File: src/rtl/gpio_pkg.sv
package gpio_pkg;

    typedef struct packed {
        logic       out;
        logic       oe;
        logic       od;
        logic       pu;
        logic       pd;
        logic       ana;
        logic [1:0] spd;
        logic       err;
    } pad_ctl_t;

    localparam logic [2:0] ADR_CFG_LO = 3'd0;
    localparam logic [2:0] ADR_CFG_HI = 3'd1;
    localparam logic [2:0] ADR_SPD    = 3'd2;
    localparam logic [2:0] ADR_ODR    = 3'd3;
    localparam logic [2:0] ADR_IDR    = 3'd4;
    localparam logic [2:0] ADR_BSR    = 3'd5;
    localparam logic [2:0] ADR_CMP    = 3'd6;

    localparam logic [1:0] SPD_2M   = 2'b00;
    localparam logic [1:0] SPD_10M  = 2'b01;
    localparam logic [1:0] SPD_50M  = 2'b10;
    localparam logic [1:0] SPD_TOP  = 2'b11;

endpackage

File: src/rtl/gpio_pin_decode.sv
module gpio_pin_decode
    import gpio_pkg::*;
(
    input  logic [1:0] mode,
    input  logic [1:0] ctl,
    input  logic       spd_bit,
    input  logic       odr_bit,
    input  logic       af_out,
    input  logic       af_oe,
    output pad_ctl_t   pc
);
    logic src_val;
    logic src_en;

    always_comb begin
        pc      = '0;
        src_val = ctl[1] ? af_out : odr_bit;
        src_en  = ctl[1] ? af_oe  : 1'b1;
        if (mode == 2'b00) begin
            // reserved encoding still decodes as an input
            pc.err = spd_bit;
            case (ctl)
                2'b00:   pc.ana = 1'b1;
                2'b10: begin
                    pc.pu = odr_bit;
                    pc.pd = ~odr_bit;
                end
                default: ;
            endcase
        end else begin
            pc.od = ctl[0];
            if (ctl[0]) begin
                pc.oe  = src_en & ~src_val;
                pc.out = 1'b0;
            end else begin
                pc.oe  = src_en;
                pc.out = src_val;
            end
            case (mode)
                2'b01:   pc.spd = SPD_10M;
                2'b10:   pc.spd = SPD_2M;
                default: pc.spd = spd_bit ? SPD_TOP : SPD_50M;
            endcase
        end
    end

    always_comb begin
        if (pc.ana) assert (!pc.oe && !pc.pu && !pc.pd) else $error("analog pin drives");
    end
endmodule

File: src/rtl/gpio_in_sync.sv
module gpio_in_sync #(
    parameter int NPINS = 16
) (
    input  logic             clk,
    input  logic             rst_n,
    input  logic [NPINS-1:0] pad_in,
    input  logic [NPINS-1:0] ana_mask,
    output logic [NPINS-1:0] idr
);
    typedef struct packed {
        logic [NPINS-1:0] s1;
        logic [NPINS-1:0] s2;
        logic [NPINS-1:0] idr;
    } sync_t;

    sync_t sy_d, sy_q;

    always_comb begin
        sy_d     = sy_q;
        sy_d.s1  = pad_in;
        sy_d.s2  = sy_q.s1;
        sy_d.idr = sy_q.s2 & ~ana_mask;
    end

    always_ff @(posedge clk or negedge rst_n) begin
        if (!rst_n) sy_q <= '0;
        else        sy_q <= sy_d;
    end

    assign idr = sy_q.idr;

    AST_ANALOG_READS_ZERO: assert property (@(posedge clk) disable iff (!rst_n)
        1'b1 |=> ((idr & $past(ana_mask)) == '0));
endmodule

File: src/rtl/gpio_port_ctrl.sv
module gpio_port_ctrl
    import gpio_pkg::*;
#(
    parameter int               NPINS   = 16,
    parameter logic [2*NPINS-1:0] RST_CTL = {2'b10, 2'b10, {(NPINS-2){2'b01}}},
    parameter logic [NPINS-1:0]   RST_ODR = {1'b1, {(NPINS-1){1'b0}}}
) (
    input  logic               clk,
    input  logic               rst_n,
    input  logic               bus_we,
    input  logic [2:0]         bus_addr,
    input  logic [31:0]        bus_wdata,
    output logic [31:0]        bus_rdata,
    input  logic [NPINS-1:0]   pad_in,
    input  logic [NPINS-1:0]   af_out,
    input  logic [NPINS-1:0]   af_oe,
    output logic [NPINS-1:0]   pad_out,
    output logic [NPINS-1:0]   pad_oe,
    output logic [NPINS-1:0]   pad_od,
    output logic [NPINS-1:0]   pad_pu,
    output logic [NPINS-1:0]   pad_pd,
    output logic [NPINS-1:0]   pad_ana,
    output logic [2*NPINS-1:0] pad_spd,
    output logic [NPINS-1:0]   cfg_err,
    output logic               comp_warn
);
    localparam int LO_PINS = (NPINS < 8) ? NPINS : 8;
    localparam int HI_PINS = NPINS - LO_PINS;

    typedef struct packed {
        logic [NPINS-1:0][1:0] mode;
        logic [NPINS-1:0][1:0] ctl;
        logic [NPINS-1:0]      spd;
        logic [NPINS-1:0]      odr;
        logic                  comp;
    } regs_t;

    regs_t q, d;
    logic [NPINS-1:0] idr;
    logic [NPINS-1:0] top_grade;
    pad_ctl_t         pc [NPINS];

    // next-state
    always_comb begin
        d = q;
        if (bus_we) begin
            case (bus_addr)
                ADR_CFG_LO: for (int p = 0; p < LO_PINS; p++) begin
                    d.mode[p] = bus_wdata[4*p +: 2];
                    d.ctl[p]  = bus_wdata[4*p+2 +: 2];
                end
                ADR_CFG_HI: for (int p = 0; p < HI_PINS; p++) begin
                    d.mode[p+8] = bus_wdata[4*p +: 2];
                    d.ctl[p+8]  = bus_wdata[4*p+2 +: 2];
                end
                ADR_SPD: d.spd  = bus_wdata[NPINS-1:0];
                ADR_ODR: d.odr  = bus_wdata[NPINS-1:0];
                ADR_BSR: d.odr  = (q.odr & ~bus_wdata[16 +: NPINS]) | bus_wdata[NPINS-1:0];
                ADR_CMP: d.comp = bus_wdata[0];
                default: ;
            endcase
        end
    end

    always_ff @(posedge clk or negedge rst_n) begin
        if (!rst_n) begin
            q.mode <= '0;
            q.ctl  <= RST_CTL;
            q.spd  <= '0;
            q.odr  <= RST_ODR;
            q.comp <= 1'b0;
        end else begin
            q <= d;
        end
    end

    // readback
    always_comb begin
        bus_rdata = '0;
        case (bus_addr)
            ADR_CFG_LO: for (int p = 0; p < LO_PINS; p++)
                bus_rdata[4*p +: 4] = {q.ctl[p], q.mode[p]};
            ADR_CFG_HI: for (int p = 0; p < HI_PINS; p++)
                bus_rdata[4*p +: 4] = {q.ctl[p+8], q.mode[p+8]};
            ADR_SPD: bus_rdata[NPINS-1:0] = q.spd;
            ADR_ODR: bus_rdata[NPINS-1:0] = q.odr;
            ADR_IDR: bus_rdata[NPINS-1:0] = idr;
            ADR_CMP: bus_rdata[0]         = q.comp;
            default: ;
        endcase
    end

    for (genvar i = 0; i < NPINS; i++) begin : g_pin
        gpio_pin_decode u_dec (
            .mode    (q.mode[i]),
            .ctl     (q.ctl[i]),
            .spd_bit (q.spd[i]),
            .odr_bit (q.odr[i]),
            .af_out  (af_out[i]),
            .af_oe   (af_oe[i]),
            .pc      (pc[i])
        );
        assign pad_out[i]       = pc[i].out;
        assign pad_oe[i]        = pc[i].oe;
        assign pad_od[i]        = pc[i].od;
        assign pad_pu[i]        = pc[i].pu;
        assign pad_pd[i]        = pc[i].pd;
        assign pad_ana[i]       = pc[i].ana;
        assign pad_spd[2*i +: 2] = pc[i].spd;
        assign cfg_err[i]       = pc[i].err;
        assign top_grade[i]     = (pc[i].spd == SPD_TOP);
    end

    assign comp_warn = (|top_grade) & ~q.comp;

    gpio_in_sync #(.NPINS(NPINS)) u_sync (
        .clk      (clk),
        .rst_n    (rst_n),
        .pad_in   (pad_in),
        .ana_mask (pad_ana),
        .idr      (idr)
    );

    AST_PULL_EXCLUSIVE: assert property (@(posedge clk) disable iff (!rst_n)
        (pad_pu & pad_pd) == '0);
    AST_OD_NEVER_HIGH: assert property (@(posedge clk) disable iff (!rst_n)
        (pad_od & pad_oe & pad_out) == '0);
    AST_RESERVED_UNDRIVEN: assert property (@(posedge clk) disable iff (!rst_n)
        (cfg_err & (pad_oe | pad_od)) == '0);
    AST_WARN_NEEDS_TOP: assert property (@(posedge clk) disable iff (!rst_n)
        comp_warn |-> (pad_spd != '0));
    AST_BSR_SET_WINS: assert property (@(posedge clk) disable iff (!rst_n)
        (bus_we && bus_addr == ADR_BSR) |=>
            ((q.odr & $past(bus_wdata[NPINS-1:0])) == $past(bus_wdata[NPINS-1:0])));
    AST_BSR_CLEAR: assert property (@(posedge clk) disable iff (!rst_n)
        (bus_we && bus_addr == ADR_BSR) |=>
            ((q.odr & $past(bus_wdata[16 +: NPINS] & ~bus_wdata[NPINS-1:0])) == '0));
endmodule

File: config.mk
export PLATFORM = sky130hd
export DESIGN_NAME = gpio_port_ctrl
export DESIGN_NICKNAME = d
export VERILOG_FILES = /design/src/rtl/gpio_pkg.sv /design/src/rtl/gpio_pin_decode.sv /design/src/rtl/gpio_in_sync.sv /design/src/rtl/gpio_port_ctrl.sv
export SDC_FILE = /design/constraint.sdc
export NUM_CORES = 1
export LEC_CHECK = 0
export BUFFER_PORTS_ARGS = -buffer_cell sky130_fd_sc_hd__buf_4
export CAP_MARGIN = 20
export CORE_MARGIN = 3
export CORE_UTILIZATION = 56
export CTS_CLUSTER_DIAMETER = 100
export CTS_CLUSTER_SIZE = 14
export DETAILED_ROUTE_END_ITERATION = 16
export HOLD_SLACK_MARGIN = 0.02
export PLACE_DENSITY = 0.89
export SETUP_SLACK_MARGIN = 0.5
export SLEW_MARGIN = 30
export SYNTH_ARGS = -nofsm -noshare
export SYNTH_HDL_FRONTEND = slang
export SYNTH_SLANG_ARGS = --single-unit
File: constraint.sdc
create_clock -name clk -period 2.89 [get_ports clk]
set_clock_uncertainty 0.1 [all_clocks]
set_input_delay 0.4335 -clock clk [delete_from_list [all_inputs] [get_ports clk]]
set_output_delay 0.4335 -clock clk [all_outputs]
set_load 0.1 [all_outputs]
==> key figures <==
Outcome
  – Status: complete, no violations

GRT
  – Initial antenna violation count: 0
  – Largest net degree at the start of global routing: 72
  – Vias in the first global route: 8048
  – Global-route wire length before repair: 46.5 mm
  – Global-route usage over all layers: 37.7%
  – Gr ovfl total: 0

Floorplan
  – Full die area: 0.0161 sq mm
  – Initial Utilization: 57.9%
  – Core box area: 0.0141 sq mm
  – Chip width: 127 microns
  – Die span in y: 127 microns
  – Core Rows: 43
  – Ports: 263

Worst hold path
  – Worst Hold Class: primary input to flop
  – Hold path depth: 3

Finish
  – Layout cells sized above 1: 55.9%
  – Layout area overhead: 56.5%
  – Post-layout utilization of the core: 90.7%
  – Post-route cell area: 0.0128 sq mm
  – Antenna Cells: 0
  – Final Non-Filler Cells: 1254
  – Nets: 1181

Timing
  – Hold violation total from the final report: 0
  – RSZ-0062 raised after global routing: true
  – Period minus WS final: 2860 ps
  – Max-slew headroom: 67.6%
  – Max Slew Vio Count: 0
  – Maximum clock frequency: 350 MHz
  – Setup violators final: 0
  – Fin crit share: 98.9%
  – Worst-margin pin slew: 486 ps

Yosys
  – Cell variety after synth: 47
  – Synth top area share: 39.2%
  – Cell count after synthesis: 744
  – Avg Cell Area, Syn: 11.0 sq um
  – #FFs+latches synth: 145
  – Warnings from Yosys: 0
  – Top-count cell post-synth: dfrtp_1
  – Post-synth EDFFs: 0
  – Largest area contributor in the netlist: dfrtp_1
  – Fraction of registers with async set/reset: 100%
  – Commonest register cell after synthesis: dfrtp_1
  – Post-Syn Area: 0.00817 sq mm
  – Seq/Total Area, Yosys: 44.7%
  – Most instantiated cells after synthesis: 128 x dfrtp_1, 56 x nand2_1, 40 x inv_1, 40 x o21ai_1, 35 x mux2_1
  – Top cells by area, synth: dfrtp_1 39%, mux2_4 5.5%, dfstp_2 5.5%
  – Syn Nets: 862

Setup path
  – Arr. time, crit path: 2320 ps
  – Critical path cell sequence: buf_4 -> ha_2 -> nand3b_1 -> nand4_1 -> nor4_1 -> buf_4 -> a31oi_4 -> buf_12
  – Critical Path RT: 2360 ps
  – Most used cell along the critical path: buf_4
  – CP delay by family, top: simple AND/OR/NAND/NOR gates
  – Critical path buffers and inverters: 3
  – CP Capture Type: primary output
  – Critical Path Fanout Max: 3
  – WP depth: 8
  – Reg2Reg Depth: 4
  – CP startpoint kind: flop
  – CP max stage cell: nor4_1
  – Crit path kind: flop to primary output
  – Worst path max stage delay: 420 ps

Clock network
  – Root Driver: clkbuf_16
  – Clock Latency Late Sink: 430 ps
  – CTS HTree Levels: 4
  – CTS Buf Count: 17
  – CTS tree: yes
  – Clock transition at path regs: 60 ps
  – CTS max path bufs: 2
  – CTS Sinks: 145

Detailed routing
  – Drc violations: 0
  – Vias per Instance: 6.37
  – Detailed Routing Iterations Pass 1: 6
  – Final WL: 32.0 mm
  – Routed via count: 7993
  – 1st-iter DRT viols: 730
  – Routed Antenna Nets: 0
  – Drt wl/cell: 25.5 microns

Power
  – Pwr/cell area: 991 mW/mm^2
  – Max IR drop VDD: 788 uV
  – Leakage: 5.90 nW

Placement
  – I/O Buffers: 262
  – Placed inst area: 0.0111 sq mm
  – Final weighted congestion in routability-driven placement: 0.880
  – # placed instances: 1153
  – Post-DP HPWL: 20.0 mm

Run
  – Max-capacitance violation count: 0
[cell families after synthesis]
group                    after synthesis  share of synthesized area (%)
buffers and inverters                 94                           5.73
adder cells (fa/ha/maj)               32                           4.90
XOR/XNOR                               1                          0.107
multiplexers                          96                           14.3
AND/OR/NAND/NOR                      229                           18.0
flip-flops                           145                           44.7
AO/OA/AOI/OAI                        147                           12.2
[placed cells by master, fill, tap and decap left out, drive strengths merged, types with 15 or more instances in the layout]
| master | count |
|---|---|
| a221o | 15 |
| a22o | 32 |
| and2 | 19 |
| and4b | 16 |
| buf | 337 |
| clkbuf | 25 |
| dfrtp | 128 |
| dfstp | 17 |
| dlygate4sd3 | 17 |
| ha | 32 |
| inv | 40 |
| mux2 | 68 |
| mux2i | 27 |
| nand2 | 56 |
| nand3b | 19 |
| nor2b | 34 |
| nor3 | 15 |
| nor3b | 21 |
| nor4bb | 16 |
| o21ai | 50 |
[registers in the layout (all words and copies together), names as in the netlist]
signal	count
q	97
u_sync.idr	16
u_sync.sy_d	16
u_sync.sy_q	16
[final cells by class]
cell class | instances | area [sq um]
fillers | 562 | 1320
inverters | 40 | 150
repair buffers | 354 | 2950
flip-flops and latches | 145 | 3670
clock inverters | 5 | 100
well taps | 180 | 225
clock buffers | 25 | 505
multi-input cells | 505 | 5170
[power breakdown]
part | switching [W] | internal (W) | total (W)
combinational | 0.00500 | 0.00222 | 0.00722
sequential | 0.000708 | 0.00243 | 0.00314
clock | 0.000837 | 0.00146 | 0.00230
[worst reg2reg max path: cells and delay by family (launching register included)]
kind                     cells  cell delay [ps]
flip-flops                   1              430
AND/OR/NAND/NOR              2              340
buffers and inverters        1              100
adder cells (fa/ha/maj)      1              380
[stage by stage]
step	TNS, ps	total power [W]	setup WS, ps	hold WS [ps]
finish	0	0.0127	32.6	144
global route	0	0.0130	22.5	132
CTS	0	0.0122	255	126
detailed placement	0	0.00957	271	235
global placement	0	0.00946	387	232
floorplan	-175	0.00826	-175	37.9
[routing by layer]
layer | track usage, % | vias to the layer above | routed length [microns]
met5 | 0 | - | 0
met4 | 15.2 | 0 | 1470
met3 | 11.4 | 120 | 3420
met2 | 63.5 | 549 | 15700
met1 | 45.4 | 3967 | 11400
li1 | - | 3357 | -
[final timing paths]
path / from / to / slack (ps)
worst max-delay path: q[66] / comp_warn / 30
worst min-delay path: bus_wdata[20] / q[75] / 140
worst max register to register: q[87] / u_sync.idr[11] / 1430
worst min register to register: u_sync.sy_d[25] / u_sync.sy_q[25] / 250
max in group asynchronous: rst_n / q[62] / 1460
min in group asynchronous: rst_n / u_sync.sy_d[26] / 380
[what timing repair did]
item | in CTS | in global routing
endpoints found under the setup margin | 77 | 62
setup buffers | 39 | 15
pin swaps | 12 | 10
hold buffers | 17 | 0
endpoints found under the hold margin | 47 | 0
resized for setup | 67 | 50
Note: power is estimated with default switching activity, not from simulation.
